## src/rtl/pixunpack_pkg.sv

```systemverilog
package pixunpack_pkg;

  typedef enum logic [2:0] {
    DEP_1   = 3'd0,
    DEP_2   = 3'd1,
    DEP_4   = 3'd2,
    DEP_8   = 3'd3,
    DEP_16  = 3'd4,
    DEP_32  = 3'd5,
    DEP_565 = 3'd6,
    DEP_12  = 3'd7
  } depth_e;

  typedef enum logic [2:0] {
    FMT_INDEX = 3'd0,
    FMT_5551  = 3'd1,
    FMT_565   = 3'd2,
    FMT_444   = 3'd3,
    FMT_888   = 3'd4
  } colour_fmt_e;

  localparam int WORD_W = 32;

  // log2 of the storage size of one pixel in bits
  function automatic logic [2:0] size_log2(input logic [2:0] code);
    case (code)
      3'd0:    size_log2 = 3'd0;
      3'd1:    size_log2 = 3'd1;
      3'd2:    size_log2 = 3'd2;
      3'd3:    size_log2 = 3'd3;
      3'd5:    size_log2 = 3'd5;
      default: size_log2 = 3'd4;
    endcase
  endfunction

endpackage

```

## src/rtl/pixel_pick.sv

```systemverilog
module pixel_pick
  import pixunpack_pkg::*;
(
  input  logic [WORD_W-1:0] word,
  input  logic [4:0]        slot,
  input  logic [2:0]        lg,
  input  logic              be_byte,
  input  logic              be_pix,
  output logic [WORD_W-1:0] raw
);
  logic [5:0] lin;
  logic [5:0] bsz;
  logic [5:0] pos;
  logic [WORD_W-1:0] mask;

  always_comb begin
    lin  = {1'b0, slot} << lg;
    bsz  = 6'd1 << lg;
    if (be_byte)
      pos = 6'd32 - bsz - lin;
    else if (be_pix && (lg < 3'd3))
      pos = {1'b0, lin[4:3], 3'b000} + 6'd8 - bsz - {3'b000, lin[2:0]};
    else
      pos = lin;
    mask = ~({WORD_W{1'b1}} << bsz);
    raw  = (word >> pos) & mask;
  end
endmodule

```

## src/rtl/pixel_format.sv

```systemverilog
module pixel_format
  import pixunpack_pkg::*;
#(
  parameter bit EXT_VARIANT = 1'b0
) (
  input  logic [2:0]        code,
  input  logic [WORD_W-1:0] raw,
  input  logic              bgr,
  input  logic [1:0]        mux_sel,
  output logic [23:0]       pixel,
  output logic              is_index
);
  colour_fmt_e fmt;
  logic        swap;
  logic [7:0]  c_red, c_grn, c_blu;

  generate
    if (EXT_VARIANT) begin : g_ext
      always_comb begin
        swap = bgr;
        case (code)
          3'd0, 3'd1, 3'd2, 3'd3: fmt = FMT_INDEX;
          3'd4:                   fmt = FMT_5551;
          3'd5:                   fmt = FMT_888;
          3'd6:                   fmt = FMT_565;
          default:                fmt = FMT_444;
        endcase
      end
    end else begin : g_base
      always_comb begin
        swap = bgr;
        case (code)
          3'd0, 3'd1, 3'd2, 3'd3: fmt = FMT_INDEX;
          3'd4: begin
            if (mux_sel == 2'd1) begin
              fmt = FMT_5551;
            end else begin
              fmt = FMT_565;
              if (mux_sel == 2'd3) swap = 1'b1;
            end
          end
          3'd5:    fmt = FMT_888;
          3'd6:    fmt = FMT_565;
          default: fmt = FMT_444;
        endcase
      end
    end
  endgenerate

  always_comb begin
    c_red = '0;
    c_grn = '0;
    c_blu = '0;
    case (fmt)
      FMT_5551: begin
        c_red = {raw[4:0],   3'b000};
        c_grn = {raw[9:5],   3'b000};
        c_blu = {raw[14:10], 3'b000};
      end
      FMT_565: begin
        c_red = {raw[4:0],   3'b000};
        c_grn = {raw[10:5],  2'b00};
        c_blu = {raw[15:11], 3'b000};
      end
      FMT_444: begin
        c_red = {raw[3:0],  raw[3:0]};
        c_grn = {raw[7:4],  raw[7:4]};
        c_blu = {raw[11:8], raw[11:8]};
      end
      FMT_888: begin
        c_red = raw[7:0];
        c_grn = raw[15:8];
        c_blu = raw[23:16];
      end
      default: ;
    endcase
    is_index = (fmt == FMT_INDEX);
    if (is_index)
      pixel = {16'h0000, raw[7:0]};
    else if (swap)
      pixel = {c_blu, c_grn, c_red};
    else
      pixel = {c_red, c_grn, c_blu};
  end
endmodule

```

## src/rtl/pixel_unpacker.sv

```systemverilog
module pixel_unpacker
  import pixunpack_pkg::*;
#(
  parameter int WIDTH_W     = 12,
  parameter bit EXT_VARIANT = 1'b0
) (
  input  logic                 clk,
  input  logic                 rst_n,
  input  logic [2:0]           cfg_depth,
  input  logic                 cfg_bgr,
  input  logic                 cfg_be_byte,
  input  logic                 cfg_be_pix,
  input  logic [1:0]           mux_sel,
  input  logic [WIDTH_W-1:0]   line_pixels,
  output logic [WIDTH_W+1:0]   bytes_per_line,
  input  logic                 in_valid,
  output logic                 in_ready,
  input  logic [WORD_W-1:0]    in_word,
  output logic                 out_valid,
  input  logic                 out_ready,
  output logic [23:0]          out_pixel,
  output logic                 out_index,
  output logic                 out_eol
);
  localparam int BPL_W = WIDTH_W + 2;

  // reset: asserted asynchronously, released on the clock
  logic [1:0] rst_pipe;
  logic       rst_n_sync;

  always_ff @(posedge clk or negedge rst_n) begin
    if (!rst_n) rst_pipe <= 2'b00;
    else        rst_pipe <= {rst_pipe[0], 1'b1};
  end
  assign rst_n_sync = rst_pipe[1];

  logic [2:0]         lg;
  logic [4:0]         last_slot;
  logic [WIDTH_W-1:0] last_col;
  logic [BPL_W-1:0]   width_ext;

  assign lg        = size_log2(cfg_depth);
  assign last_slot = 5'((6'd32 >> lg) - 6'd1);
  assign last_col  = line_pixels - 1'b1;
  assign width_ext = {2'b00, line_pixels};

  always_comb begin
    case (lg)
      3'd0:    bytes_per_line = width_ext >> 3;
      3'd1:    bytes_per_line = width_ext >> 2;
      3'd2:    bytes_per_line = width_ext >> 1;
      3'd3:    bytes_per_line = width_ext;
      3'd4:    bytes_per_line = width_ext << 1;
      default: bytes_per_line = width_ext << 2;
    endcase
  end

  // word holding and position state
  logic [WORD_W-1:0]  word_q,  word_d;
  logic               have_q,  have_d;
  logic [4:0]         slot_q,  slot_d;
  logic [WIDTH_W-1:0] col_q,   col_d;
  logic               state_en;

  logic out_fire, in_fire, at_eol, at_last;

  assign at_eol   = (col_q == last_col);
  assign at_last  = (slot_q == last_slot);
  assign out_fire = have_q & out_ready;
  assign in_ready = rst_n_sync & (~have_q | (out_fire & (at_eol | at_last)));
  assign in_fire  = in_valid & in_ready;
  assign state_en = out_fire | in_fire;

  always_comb begin
    word_d = word_q;
    have_d = have_q;
    slot_d = slot_q;
    col_d  = col_q;
    if (out_fire) begin
      if (at_eol) begin
        col_d  = '0;
        slot_d = '0;
        have_d = 1'b0;
      end else begin
        col_d = col_q + 1'b1;
        if (at_last) begin
          slot_d = '0;
          have_d = 1'b0;
        end else begin
          slot_d = slot_q + 5'd1;
        end
      end
    end
    if (in_fire) begin
      word_d = in_word;
      have_d = 1'b1;
    end
  end

  always_ff @(posedge clk or negedge rst_n_sync) begin
    if (!rst_n_sync) begin
      word_q <= '0;
      have_q <= 1'b0;
      slot_q <= '0;
      col_q  <= '0;
    end else if (state_en) begin
      word_q <= word_d;
      have_q <= have_d;
      slot_q <= slot_d;
      col_q  <= col_d;
    end
  end

  logic [WORD_W-1:0] raw;

  pixel_pick u_pick (
    .word    (word_q),
    .slot    (slot_q),
    .lg      (lg),
    .be_byte (cfg_be_byte),
    .be_pix  (cfg_be_pix),
    .raw     (raw)
  );

  pixel_format #(.EXT_VARIANT(EXT_VARIANT)) u_fmt (
    .code     (cfg_depth),
    .raw      (raw),
    .bgr      (cfg_bgr),
    .mux_sel  (mux_sel),
    .pixel    (out_pixel),
    .is_index (out_index)
  );

  assign out_valid = have_q;
  assign out_eol   = have_q & at_eol;

endmodule

```

## config.mk

```make
export PLATFORM = sky130hd
export DESIGN_NAME = pixel_unpacker
export DESIGN_NICKNAME = d
export VERILOG_FILES = /design/src/rtl/pixunpack_pkg.sv /design/src/rtl/pixel_pick.sv /design/src/rtl/pixel_format.sv /design/src/rtl/pixel_unpacker.sv
export SDC_FILE = /design/constraint.sdc
export NUM_CORES = 1
export LEC_CHECK = 0
export BUFFER_PORTS_ARGS = -buffer_cell sky130_fd_sc_hd__buf_2
export CAP_MARGIN = 10
export CORE_MARGIN = 1.5
export CORE_UTILIZATION = 50
export CTS_CLUSTER_SIZE = 28
export DETAILED_ROUTE_END_ITERATION = 6
export PLACE_DENSITY_LB_ADDON = 0.2
export SYNTH_ARGS = -nofsm -noshare
export SYNTH_HDL_FRONTEND = slang
export SYNTH_SLANG_ARGS = --single-unit
```

## constraint.sdc

```tcl
create_clock -name clk -period 4.35 [get_ports clk]
set_input_delay 0 -clock clk [delete_from_list [all_inputs] [get_ports clk]]
set_output_delay 0 -clock clk [all_outputs]
set_load 0.02 [all_outputs]
```

==> results.yml, run 1 <==
synthesis:
  ys.flop_type: "dfrtp_1"
  ys_seq_area_share_pct: 17.0
  synth_area_mm2: 0.00764
  synth-seq-cells: 52
  yosysUniqueCellTypes: 99
  syn_inst: 947
  synth_edf_count: 0
  ys_warn_count: 0
  syn_nets: 1021
  synth.avg_cell_area_um2: 8.07
  async_flop_share_pct: 100
status:
  status: "finished, violations left"
  violations: "negative setup slack"
min_path:
  hold_path_class: "primary input to async pin"
cts:
  clk_pin_slew_ns: 0.06
  clk_latency_ns: 0.29
  cts_root_buf: "clkbuf_16"
  cts_tree: "yes"
  clock_sinks: 52
  clockBufferDepth: 2
  cts_buffers: 5
  htree_levels: 2
die:
  dieArea_mm2: 0.0160
  die_h_um: 127
  core_area_mm2: 0.0151
  ioPinCount: 98
  initial_core_util_pct: 50.7
  rows: 45
  die_w_um: 127
sta:
  fmaxAchievable_mhz: 220
  period_minus_slack_ns: 4.54
  rsz0062_at_grt: "yes"
  setup_viol: 14
  whs_ns: 0.0178
  slew_headroom_pct: 9.15
  finalCritPeriodShare_pct: 104
  fin_skew_ns: 0.00325
  final-hold-violation-count: 0
  worst_slew_pin_slew_ns: 1.34
  drv_slew: 0
  layout_setup_ws_ns: -0.189
setup_path:
  worst_setup_path_start_kind: "flip-flop"
  cp_max_fo: 6
  required_ns: 4.35
  cp-end-kind: "output pin"
  cp.arrival_ns: 4.54
  path_class: "flip-flop to output pin"
pwr:
  swShare_pct: 51.0
  seq_power_share_pct: 14.5
  power.total_uw: 6920
  p_per_area_mw_per_mm2: 693
  p_int_uw: 3390
  power.clock.fraction_pct: 5.8
  p_sw_uw: 3530
  vdd_drop_max_mv: 0.420
  combPwrFrac_pct: 79.7
  power_leakage_uw: 0.00433
route:
  drc: 0
  vias: 8521
  routedWlPerCell_um: 20.3
  m1WireLength_um: 11800
  via_per_inst: 6.53
  drt_iter0_markers: 949
  wl_met2_um: 11500
  wl_um: 26500
  firstDrtPassIters: 5
  top_layer: "met4"
  ant_nets: 0
  met3_length_um: 2310
flow_run:
  cap_violations: 0
global_route:
  grt_first_pass_wirelength_um: 40500
  grt_pass1_vias: 7476
  grt_usage_pct: 31.2
  overflow: 0
  grt_max_degree: 53
  antenna_found_initial: 0
finish:
  fillers: 1290
  nNetsFinal: 1190
  diodes: 0
  area_delta_synth_final_pct: 30.6
  drive_above_1_share_pct: 36.1
placement:
  gp_routability_congestion: 1.00
  place_hpwl_um: 19600
  portBuffers: 97
==> Yosys cell counts (4+ instances only) <==
cell type	instances	area, um^2
nand2_1	98	368
nor2_1	72	270
a21oi_1	65	325
mux2i_1	54	541
a211oi_1	53	398
dfrtp_1	52	1300
o21ai_0	38	190
nor3_1	35	175
mux2_4	31	465
xnor2_1	26	228
buf_2	25	125
inv_1	25	93.8
nand3_1	25	125
clkbuf_1	21	78.8
o22ai_1	18	113
ha_1	16	200
and3_1	15	93.8
mux2_2	15	169
xor2_1	13	114
a31oi_1	12	75.1
buf_6	12	135
buf_1	11	41.3
a21o_1	10	75.1
and2_1	10	62.6
o211ai_1	10	75.1
a211oi_2	7	87.6
a22oi_1	7	52.6
mux4_2	7	158
o211a_1	7	70.1
o31ai_1	7	52.6
buf_4	6	45.0
nand2b_1	6	37.5
nor2b_1	6	37.5
nor4_1	6	37.5
a211o_1	5	43.8
a221oi_1	5	43.8
nand4_1	5	31.3
o21a_1	5	37.5
o221ai_1	5	43.8
o32ai_1	5	43.8
a2bb2oi_1	4	35.0
or2_2	4	25.0
or3_1	4	25.0
==> per-stage QoR <==
stage	setup TNS, ns	utilization [%]	cells	setup WS (ns)	area (um^2)
floorplan	-0.0280	-	947	-0.0207	7680
global placement	0	57.2	1241	0.0230	8640
detailed placement	-0.137	57.2	1241	-0.0366	8640
CTS	-0.999	63.1	1289	-0.118	9530
global route	-3.98	66.2	1304	-0.290	9990
finish	-1.39	66.2	1304	-0.189	9990
==> path summary, 6_finish.rpt <==
check	startpoint	end	slack, ns	cells after the start
worst max-delay path	slot_q[2]$_DFFE_PN0P_	out_pixel[4]	-0.19	18
worst min-delay path	rst_n	rst_pipe[1]$_DFF_PN0_	0.02	2
worst max register to register	col_q[3]$_DFFE_PN0P_	word_q[16]$_DFFE_PN0P_	1.29	10
worst min register to register	rst_pipe[0]$_DFF_PN0_	rst_pipe[1]$_DFF_PN0_	0.35	0
max in group asynchronous	rst_pipe[1]$_DFF_PN0_	word_q[24]$_DFFE_PN0P_	3.54	1
min in group clk	out_ready	out_valid$_DFFE_PN0P_	0.04	3
==> state kept, by name (all words and copies together), names as in the netlist <==
signal	flops
col_q	12
word_q	32
slot_q	5
out_valid	1
rst_pipe	2
==> power groups by stage <==
stage | clock network [uW] | registers, uW | logic, uW
finish | 400 | 1010 | 5510
detailed placement | 0 | 992 | 4410
CTS | 410 | 983 | 4870
global route | 431 | 1030 | 5790
floorplan | 0 | 878 | 3010
global placement | 0 | 980 | 4390
==> critical path, cell delays in order (launching register included) <==
cell,delay [ns]
dfrtp_1,0.38
mux2_4,0.28
a21o_4,0.22
inv_4,0.06
ha_4,0.12
inv_2,0.03
fa_2,0.55
fa_1,0.42
or2_4,0.28
o221a_2,0.32
nand2_2,0.15
a211oi_1,0.07
nor4_2,0.41
buf_4,0.19
o22ai_1,0.10
nor2_1,0.14
a32oi_1,0.11
a22o_1,0.28
buf_4,0.16
==> per-layer routing <==
layer	vias up	global-route usage [%]
li1	3929	-
met1	4006	45.5
met2	499	47.3
met3	87	4.64
met4	0	10.5
met5	-	0
==> cells in the final DEF (no fill, tap or decap), types with 6 or more instances in the layout <==
cell type,instances
nand3_1,22
buf_2,81
ha_1,14
o21ai_1,7
o22ai_1,11
mux2_4,32
nand2_1,88
a21oi_2,8
buf_4,101
a21o_1,10
xor2_1,13
mux4_2,7
o211ai_1,10
a31oi_1,11
dfrtp_1,51
dlygate4sd3_1,33
xnor2_1,26
a21oi_1,58
nor2_4,6
o21ai_0,32
o211a_1,7
buf_6,17
nor2_1,64
and2_1,9
and3_1,14
nand2b_1,6
a211oi_2,19
mux2_2,14
inv_1,22
mux2i_1,48
nor3_1,30
nand2_2,8
a211oi_1,40
==> cell type report <==
| class | count | area, um^2 | area share [%] |
|---|---|---|---|
| inverter | 28 | 110 | 1.10 |
| sequential | 52 | 1300 | 13.0 |
| clock buffer | 7 | 153 | 1.53 |
| multi-input combinational | 791 | 6380 | 63.9 |
| timing repair buffer | 238 | 1800 | 18.1 |
| tap | 188 | 235 | 2.36 |
==> cells by family (layout without fill, tap and decap cells) <==
family	Yosys count	in the layout	share of synthesized area (%)
other cells	1	1	0.0491
compound gates	308	308	28.8
xor+xnor	40	40	4.68
buf+inv	104	273	7.23
flops	52	52	17.0
fa+ha+maj	18	18	3.14
mux	110	110	18.2
simple gates	314	314	20.9
==> what timing repair did <==
| item | 4_1_cts | 5_1_grt |
|---|---|---|
| hold buffers | 33 | 0 |
| gates cloned | 1 | 0 |
| endpoints found under the setup margin | 23 | 24 |
| endpoints found under the hold margin | 34 | 0 |
| pin swaps | 26 | 28 |
| gates resized for setup | 83 | 77 |
| setup buffers | 8 | 15 |
Power figures use the tool's default switching activity.
==> inputs of run 2 (changes only) <==
SYNTH_HIERARCHICAL = 1   (was default)
==> run 2 against run 1 <==
The flow still finishes with violations (negative setup slack). First-iteration DRC count is 35% lower. Global-route usage is 0.73 points lower. Synthesized cell count is 16% lower. Worst setup slack worse by 0.15 ns. Critical endpoint is now out_pixel[23].
==> results.yml, run 2 <==
status:
  status: "finished, violations left"
  violations: "negative setup slack"
die:
  core_area_mm2: 0.0127
  ioPinCount: 98
  die_h_um: 118
  dieArea_mm2: 0.0139
  initial_core_util_pct: 51.8
  rows: 41
  die_w_um: 118
global_route:
  grt_first_pass_wirelength_um: 34800
  grt_pass1_vias: 6683
  grt_max_degree: 52
  overflow: 0
  grt_usage_pct: 30.5
  antenna_found_initial: 0
finish:
  fillers: 1011
  top_regs: "word_q: 32 flops, col_q: 12 flops, slot_q: 5 flops"
  drive_above_1_share_pct: 37.3
  regMostFlops: "word_q"
  nNetsFinal: 1050
  final_common_cell: "buf_4"
  diodes: 0
  largest_reg_flops: 32
  final_cell_mix: "104 x buf_4, 75 x buf_2, 73 x nand2_1"
  area_delta_synth_final_pct: 35.4
sta:
  finalCritPeriodShare_pct: 108
  final-hold-violation-count: 0
  worst_slew_pin_slew_ns: 1.06
  fin_skew_ns: 0.00504
  slew_headroom_pct: 27.6
  whs_ns: 0.0312
  drv_slew: 0
  fmaxAchievable_mhz: 213
  setup_viol: 23
  rsz0062_at_grt: "yes"
  period_minus_slack_ns: 4.69
  layout_setup_ws_ns: -0.336
pwr:
  power.total_uw: 5620
  vdd_drop_max_mv: 0.347
  p_per_area_mw_per_mm2: 631
  power_leakage_uw: 0.00398
cts:
  htree_levels: 2
  cts_root_buf: "clkbuf_16"
  cts_buffers: 5
  clk_latency_ns: 0.30
  clock_sinks: 52
  clk_pin_slew_ns: 0.07
  clockBufferDepth: 2
  cts_tree: "yes"
route:
  ant_nets: 0
  firstDrtPassIters: 5
  routedWlPerCell_um: 19.1
  drt_iter0_markers: 616
  vias: 7116
  wl_um: 21900
  via_per_inst: 6.20
  drc: 0
synthesis:
  syn_nets: 872
  synth.avg_cell_area_um2: 8.27
  synth_area_mm2: 0.00659
  syn_inst: 796
  ys_warn_count: 6
min_path:
  hold_path_class: "primary input to flip-flop"
placement:
  portBuffers: 97
  dp_slack_ns: -0.185
  place_hpwl_um: 15900
  gp_routability_congestion: 0.976
setup_path:
  cp.arrival_ns: 4.69
  cp-end-kind: "output pin"
  required_ns: 4.35
  path_class: "flip-flop to output pin"
  cp_max_fo: 5
  worst_setup_path_start_kind: "flip-flop"
flow_run:
  cap_violations: 0
## run 2: repair_timing
item                                    CTS  global route
hold buffers                             34             0
setup buffers                             8             5
gates cloned                              1             1
endpoints found under the hold margin    34             0
resized for setup                        95            43
endpoints found under the setup margin   24            24
pin swaps                                41            30
## run 2: where the power goes
part | total, uW | internal (uW) | switching, uW
registers | 909 | 685 | 224
clock network | 401 | 218 | 183
logic | 4310 | 2060 | 2250
## run 2: stage by stage
stage / utilization (%) / setup TNS [ns] / cells / cell area (um^2)
finish: 70.1 / -4.03 / 1147 / 8910
floorplan: - / -0.308 / 796 / 6720
CTS: 68.0 / -2.30 / 1141 / 8650
detailed placement: 60.5 / -1.48 / 1093 / 7690
global placement: 60.5 / -0.516 / 1093 / 7690
global route: 70.1 / -7.76 / 1147 / 8910
## run 2: routing by layer
| metal | vias up | wire (um) | track usage (%) |
|---|---|---|---|
| met1 | 3441 | 10100 | 43.2 |
| met2 | 319 | 10200 | 50.1 |
| met5 | - | 0 | 0 |
| li1 | 3319 | - | - |
| met3 | 37 | 1250 | 3.78 |
| met4 | 0 | 442 | 6.02 |
## run 2: worst max-delay path, cell delays in order, from the launching register on
cell and delay, ns:
dfrtp_1 0.40, mux2_4 0.28, a21oi_2 0.15, buf_6 0.13, ha_4 0.14, xor2_2 0.21
ha_4 0.26, inv_2 0.06, fa_2 0.40, or3_4 0.38, o211a_4 0.19, buf_12 0.15
mux2_4 0.32, a221o_1 0.40, nand2_2 0.10, o21ai_2 0.06, a222oi_1 0.45, a21oi_1 0.13
buf_4 0.18
## run 2: layout make-up
class	count	area, um^2	share of cell area, %
Multi-Input combinational cell	657	5370	60.2
Timing Repair Buffer	233	1790	20.0
Sequential cell	52	1300	14.6
Tap cell	172	215	2.41
Clock buffer	6	129	1.45
Inverter	25	93.8	1.05
Clock inverter	2	17.5	0.196
## run 2: final timing paths
check                                 startpoint                      to  slack [ns]  cells after the start
min reg2reg                rst_pipe[0]$_DFF_PN0_   rst_pipe[1]$_DFF_PN0_        0.37                      0
max reg2reg                slot_q[0]$_DFFE_PN0P_   word_q[8]$_DFFE_PN0P_        0.74                     11
min                                    out_ready    col_q[1]$_DFFE_PN0P_        0.03                      3
max                        slot_q[0]$_DFFE_PN0P_           out_pixel[23]       -0.34                     18
min in group asynchronous  rst_pipe[1]$_DFF_PN0_    col_q[1]$_DFFE_PN0P_        0.42                      1
max in group asynchronous  rst_pipe[1]$_DFF_PN0_  word_q[19]$_DFFE_PN0P_        3.51                      1
